==> src/rtl/bb_pkg.sv <==
package bb_pkg;
  typedef enum logic [1:0] {
    SZ_BYTE = 2'd0,
    SZ_HALF = 2'd1,
    SZ_WORD = 2'd2
  } bb_size_e;

  typedef enum logic [2:0] {
    ST_IDLE,
    ST_BIT_RD,
    ST_RMW_RD,
    ST_RMW_WR,
    ST_PASS
  } bb_state_e;
endpackage

==> src/rtl/bb_win_decode.sv <==
module bb_win_decode
  import bb_pkg::*;
#(
  parameter int AW = 32,
  parameter int NUM_WIN = 2,
  parameter int WIN_BITS = 25,
  parameter logic [NUM_WIN*AW-1:0] ALIAS_BASES = {32'h4200_0000, 32'h2200_0000},
  parameter logic [NUM_WIN*AW-1:0] BACK_BASES  = {32'h4000_0000, 32'h2000_0000}
) (
  input  logic [AW-1:0] addr,
  input  bb_size_e      size,
  output logic          hit,
  output logic [AW-1:0] back_addr,
  output logic [4:0]    bit_idx
);
  localparam int UNIT_SHIFT = 5;
  localparam int PAD = AW - WIN_BITS + UNIT_SHIFT;

  logic [WIN_BITS-1:0] off;
  logic [NUM_WIN-1:0]  hit_v;
  logic [AW-1:0]       cand [NUM_WIN];
  logic [AW-1:0]       raw;

  assign off = addr[WIN_BITS-1:0];

  genvar g;
  generate
    for (g = 0; g < NUM_WIN; g++) begin : g_win
      assign hit_v[g] = (addr[AW-1:WIN_BITS] == ALIAS_BASES[g*AW+WIN_BITS +: AW-WIN_BITS]);
      assign cand[g]  = BACK_BASES[g*AW +: AW] |
                        {{PAD{1'b0}}, off[WIN_BITS-1:UNIT_SHIFT]};
    end
  endgenerate

  always_comb begin
    raw = '0;
    for (int i = 0; i < NUM_WIN; i++) begin
      if (hit_v[i]) raw = cand[i];
    end
    hit = |hit_v;
  end

  always_comb begin
    case (size)
      SZ_BYTE: begin
        back_addr = raw;
        bit_idx   = {2'b00, off[4:2]};
      end
      SZ_HALF: begin
        back_addr = {raw[AW-1:1], 1'b0};
        bit_idx   = {1'b0, off[5:2]};
      end
      default: begin
        back_addr = {raw[AW-1:2], 2'b00};
        bit_idx   = off[6:2];
      end
    endcase
  end
endmodule

==> src/rtl/bb_bitop.sv <==
module bb_bitop
  import bb_pkg::*;
#(
  parameter int DW = 32,
  parameter bit BIG_ENDIAN = 1'b0
) (
  input  bb_size_e           size,
  input  logic [4:0]         bit_idx,
  input  logic [DW-1:0]      rd_data,
  input  logic               set_val,
  output logic               bit_val,
  output logic [DW-1:0]      wr_data
);
  logic [DW-1:0] raw_mask;
  logic [DW-1:0] mask;
  logic [DW-1:0] unit_mask;

  assign raw_mask = {{(DW-1){1'b0}}, 1'b1} << bit_idx;

  generate
    if (BIG_ENDIAN) begin : g_be
      always_comb begin
        case (size)
          SZ_BYTE: mask = raw_mask;
          SZ_HALF: mask = {{(DW-16){1'b0}}, raw_mask[7:0], raw_mask[15:8]};
          default: mask = {raw_mask[7:0], raw_mask[15:8], raw_mask[23:16], raw_mask[31:24]};
        endcase
      end
    end else begin : g_le
      assign mask = raw_mask;
    end
  endgenerate

  always_comb begin
    case (size)
      SZ_BYTE: unit_mask = {{(DW-8){1'b0}}, 8'hFF};
      SZ_HALF: unit_mask = {{(DW-16){1'b0}}, 16'hFFFF};
      default: unit_mask = '1;
    endcase
  end

  assign bit_val = |(rd_data & mask);
  assign wr_data = (set_val ? (rd_data | mask) : (rd_data & ~mask)) & unit_mask;
endmodule

==> src/rtl/bitband_bridge.sv <==
module bitband_bridge
  import bb_pkg::*;
#(
  parameter int AW = 32,
  parameter int DW = 32,
  parameter int NUM_WIN = 2,
  parameter int WIN_BITS = 25,
  parameter logic [NUM_WIN*AW-1:0] ALIAS_BASES = {32'h4200_0000, 32'h2200_0000},
  parameter logic [NUM_WIN*AW-1:0] BACK_BASES  = {32'h4000_0000, 32'h2000_0000},
  parameter bit BIG_ENDIAN = 1'b0
) (
  input  logic          clk,
  input  logic          rst,
  input  logic          up_valid,
  output logic          up_ready,
  input  logic          up_write,
  input  logic [1:0]    up_size,
  input  logic [AW-1:0] up_addr,
  input  logic [DW-1:0] up_wdata,
  output logic          up_done,
  output logic [DW-1:0] up_rdata,
  output logic          dn_valid,
  output logic          dn_lock,
  output logic          dn_write,
  output logic [1:0]    dn_size,
  output logic [AW-1:0] dn_addr,
  output logic [DW-1:0] dn_wdata,
  input  logic          dn_done,
  input  logic [DW-1:0] dn_rdata
);
  bb_state_e     state;
  logic [4:0]    cur_idx;
  logic          cur_set;
  logic          dec_hit;
  logic [AW-1:0] dec_addr;
  logic [4:0]    dec_idx;
  logic          sel_bit;
  logic [DW-1:0] merged;
  logic          finish;
  logic          accept;

  bb_win_decode #(
    .AW(AW), .NUM_WIN(NUM_WIN), .WIN_BITS(WIN_BITS),
    .ALIAS_BASES(ALIAS_BASES), .BACK_BASES(BACK_BASES)
  ) u_dec (
    .addr(up_addr),
    .size(bb_size_e'(up_size)),
    .hit(dec_hit),
    .back_addr(dec_addr),
    .bit_idx(dec_idx)
  );

  bb_bitop #(.DW(DW), .BIG_ENDIAN(BIG_ENDIAN)) u_bitop (
    .size(bb_size_e'(dn_size)),
    .bit_idx(cur_idx),
    .rd_data(dn_rdata),
    .set_val(cur_set),
    .bit_val(sel_bit),
    .wr_data(merged)
  );

  assign accept = (state == ST_IDLE) && up_valid && up_ready;

  always_comb begin
    finish = 1'b0;
    if (dn_done) begin
      case (state)
        ST_BIT_RD, ST_RMW_WR, ST_PASS: finish = 1'b1;
        default: finish = 1'b0;
      endcase
    end
  end

  always_ff @(posedge clk) begin
    if (rst) begin
      state    <= ST_IDLE;
      up_ready <= 1'b1;
      up_done  <= 1'b0;
      up_rdata <= '0;
      dn_valid <= 1'b0;
      dn_lock  <= 1'b0;
      dn_write <= 1'b0;
      dn_size  <= 2'b00;
      dn_addr  <= '0;
      dn_wdata <= '0;
      cur_idx  <= '0;
      cur_set  <= 1'b0;
    end else begin
      up_done <= 1'b0;
      if (accept) begin
        up_ready <= 1'b0;
        dn_valid <= 1'b1;
        dn_size  <= up_size;
        cur_idx  <= dec_idx;
        cur_set  <= up_wdata[0];
        if (dec_hit) begin
          dn_addr  <= dec_addr;
          dn_write <= 1'b0;
          dn_wdata <= '0;
          dn_lock  <= up_write;
          state    <= up_write ? ST_RMW_RD : ST_BIT_RD;
        end else begin
          dn_addr  <= up_addr;
          dn_write <= up_write;
          dn_wdata <= up_wdata;
          dn_lock  <= 1'b0;
          state    <= ST_PASS;
        end
      end else if (state == ST_RMW_RD && dn_done) begin
        dn_write <= 1'b1;
        dn_wdata <= merged;
        state    <= ST_RMW_WR;
      end else if (finish) begin
        case (state)
          ST_BIT_RD: up_rdata <= {{(DW-1){1'b0}}, sel_bit};
          ST_PASS:   up_rdata <= dn_write ? '0 : dn_rdata;
          default:   up_rdata <= '0;
        endcase
        dn_valid <= 1'b0;
        dn_lock  <= 1'b0;
        up_ready <= 1'b1;
        up_done  <= 1'b1;
        state    <= ST_IDLE;
      end
    end
  end
endmodule

==> config.mk <==
export PLATFORM = sky130hd
export DESIGN_NAME = bitband_bridge
export DESIGN_NICKNAME = d
export VERILOG_FILES = /design/src/rtl/bb_pkg.sv /design/src/rtl/bb_win_decode.sv /design/src/rtl/bb_bitop.sv /design/src/rtl/bitband_bridge.sv
export SDC_FILE = /design/constraint.sdc
export NUM_CORES = 1
export LEC_CHECK = 0
export BUFFER_PORTS_ARGS = -buffer_cell sky130_fd_sc_hd__buf_2
export CORE_ASPECT_RATIO = 1.4
export CORE_MARGIN = 4
export CORE_UTILIZATION = 31
export CTS_CLUSTER_DIAMETER = 40
export CTS_CLUSTER_SIZE = 28
export DETAILED_ROUTE_END_ITERATION = 10
export SLEW_MARGIN = 15
export SYNTH_ARGS = -nofsm -noshare
export SYNTH_HDL_FRONTEND = slang
export SYNTH_HIERARCHICAL = 1
export SYNTH_SLANG_ARGS = --single-unit
==> constraint.sdc <==
create_clock -name clk -period 5.05 [get_ports clk]
set_clock_uncertainty 0.1 [all_clocks]
set_input_delay 0.7575 -clock clk [delete_from_list [all_inputs] [get_ports clk]]
set_output_delay 0.7575 -clock clk [all_outputs]
set_load 0.005 [all_outputs]
==> reports/summary.txt <==
Sequential element share of the synthesized area -> 36.8%
Placed Cells -> 1066
Async SR Flop Fraction -> 0%
Initial Util -> 31.6%
CTS tree -> yes
GRT Total Usage -> 18.0%
Status -> complete, no violations
Iteration-0 DRC Markers -> 344
Final WL -> 20.5 mm
Fmax -> 0.358 GHz
Synth warn -> 6
FF+latch count, synth -> 112
Post-synth top area share -> 36.8%
Vias -> 5666
Reg2Reg Setup Slack -> 2.26 ns
Area after DPL -> 0.00715 sq mm
Fin Hold WS -> 0.356 ns
Most frequent cells after synthesis -> dfxtp_1, nor2_1, nand2_1
Clock transition at path regs -> 0.08 ns
Crit. Startpoint -> cur_idx[3]
Die height -> 174 microns
FF-to-FF End -> up_rdata[0]
WS Path Type -> register to register
Final instance area -> 0.00742 sq mm
Initial antenna violation count -> 2
Relative slew slack -> 27.7%
Setup TNS -> 0 ns
Fin crit share -> 55.3%
DRT antenna net count -> 0
Number of port buffers -> 205
Crit path required time -> 5.15 ns
Worst-case clock buffer depth -> 2
Core area -> 0.0193 sq mm
Primary FF master, synth -> dfxtp_1
Vias per inst -> 5.24
Row cnt -> 60
Synthesized area per cell -> 9.10 sq um
Largest net degree at the start of global routing -> 84
Last element of the critical path -> up_rdata[0]
Top cells by area, synth -> dfxtp_1, mux2i_1, a221oi_2, nor2_1, a211oi_1
Drc violations -> 0
Leading area contributor after synthesis -> dfxtp_1
# resized after CTS -> 0
Mapped Cells -> 670
Clk_lat worst skew -> 0.35 ns
Peak VDD IR -> 0.140 mV
Number of flops mapped to enable cells by yosys -> 0
Max-cap violations -> 0
Footprint of the multi-input gates -> 0.00346 sq mm
Final setup fails -> 0
Number of global-route vias before repair -> 5524
Final Hold Vio Count -> 0
Reg-to-Reg Start -> cur_idx[3]
I/O pins -> 206
Max Slew Vio Count -> 0
Flop pwr share -> 46.0%
Netlist cell types -> 55
Combinational share of power -> 23.1%
Post-route setup slack -> 2.26 ns
Placer Congestion -> 0.897
CTS root buf -> clkbuf_16
Critical path arrival -> 2.89 ns
Post-CTS Hold Fix Bufs -> 0
Filler cell count -> 1989
Worst slack, placed -> 2.01 ns
Seq. cell area -> 0.00224 sq mm
Fin nets -> 932
H-tree Lvls -> 3
Startpoint types -> register
Die area -> 0.0220 sq mm
Ant. Diodes -> 0
Crit-path max FO -> 14
Pwr Density -> 299 mW/mm^2
Unrepaired setup endpoints after global routing -> false
WL per Instance -> 19.0 microns
Most frequent cell after synthesis -> dfxtp_1
Area delta synth->final -> 21.7%
Total setup buffers inserted after CTS -> 0
Critical Path Sink Type -> register
Design internal power -> 1.51 mW
DP HPWL -> 15.2 mm
Non-Filler Instances -> 1081
First-pass GRT wire length -> 31.5 mm
CTS sink count -> 112
Leak -> 3.05 nW
Share of cells above drive strength 1 -> 36.4%
Switch share -> 31.9%
DR pass1 iterations -> 5
Slew @ Worst Pin -> 1.08 ns
Hold path depth -> 2
Clock Power Share -> 30.9%
CTS buffer count -> 9
Register-to-Register Path Depth -> 8
Sw Pwr -> 0.707 mW
HP Class -> register to register
Die width -> 127 microns
Final min period -> 2.79 ns
Synthesized cell area -> 0.00610 sq mm
GR Overflow Total -> 0
[critical path, cell delays in order, from the launching register on]
cell and delay (ns):
dfxtp_1 0.62, nand2b_1 0.37, nor2_1 0.18, and2_1 0.26, a2111oi_0 0.48, nand3_1 0.23
a21oi_1 0.21, or3_1 0.13, a21oi_1 0.05
[state kept, by name, summed over array words and instances, names as in the netlist, 2 cells and up]
register / count
cur_idx: 5
dn_addr: 32
dn_size: 2
dn_wdata: 32
state: 3
up_rdata: 32
[through the flow]
step / total power, mW / util (%)
final: 2.22 / 38.5
after global routing: 2.34 / 38.5
after CTS: 2.25 / 38.5
after detailed placement: 1.56 / 37.1
after global placement: 1.55 / 37.1
after floorplan: 1.35 / -
[placed cells by master (no fill, tap or decap), types with 4 or more instances in the layout]
| cell type | count |
|---|---|
| a221oi_2 | 29 |
| nor4b_2 | 16 |
| buf_4 | 10 |
| a2111oi_0 | 4 |
| mux2i_1 | 45 |
| a21boi_0 | 6 |
| a21oi_1 | 22 |
| a31oi_1 | 4 |
| dfxtp_1 | 112 |
| buf_2 | 205 |
| a211oi_1 | 33 |
| clkbuf_16 | 9 |
| conb_1 | 10 |
| a22o_1 | 28 |
| nand2_1 | 61 |
| nand2b_1 | 4 |
| o21ai_0 | 12 |
| mux2_2 | 11 |
| nand3b_1 | 7 |
| nor2_1 | 87 |
| nor2b_1 | 11 |
| nand3_1 | 15 |
| nor3_1 | 33 |
[power by group through the flow]
stage | registers [mW] | logic [mW] | clock network (mW)
after floorplan | 1.03 | 0.326 | 0
after global placement | 1.04 | 0.513 | 0
after detailed placement | 1.04 | 0.516 | 0
after CTS | 1.02 | 0.518 | 0.714
after global routing | 1.03 | 0.566 | 0.744
final | 1.02 | 0.514 | 0.685
[worst min path at each step]
stage / from / to / slack [ns]
2_1_floorplan: up_rdata[14] / up_rdata[14] / 0.35
3_3_place_gp: up_rdata[18] / up_rdata[18] / 0.34
3_5_place_dp: up_rdata[18] / up_rdata[18] / 0.35
4_1_cts: up_rdata[18] / up_rdata[18] / 0.36
5_1_grt: up_rdata[0] / up_rdata[0] / 0.38
6_report: up_rdata[18] / up_rdata[18] / 0.36
[routing by layer]
metal  global-route usage [%]  vias up  share of wire [%]
met5                        0        -              0.073
li1                         -     2744                  -
met1                     21.7     2677                 40
met2                     30.9      208                 50
met4                     6.22        4                2.7
met3                     4.49       33                6.8
[area by class of cell]
class / instances / area share (%)
repair buffers: 216 / 15.1
multi-input cells: 487 / 46.7
clock buffers: 10 / 3.09
flip-flops and latches: 112 / 30.2
well taps: 248 / 4.18
inverters: 3 / 0.152
clock inverters: 5 / 0.556
[kinds of logic after synthesis]
logic type	synth area share, %
and+or+nand+nor	23.2
muxes	10.2
AOI/OAI and AO/OA	22.1
DFF	36.8
xor gates and xnor gates	0.144
buffers and inverters	7.53
other	0.0615
(Power assumes the default switching activity.)
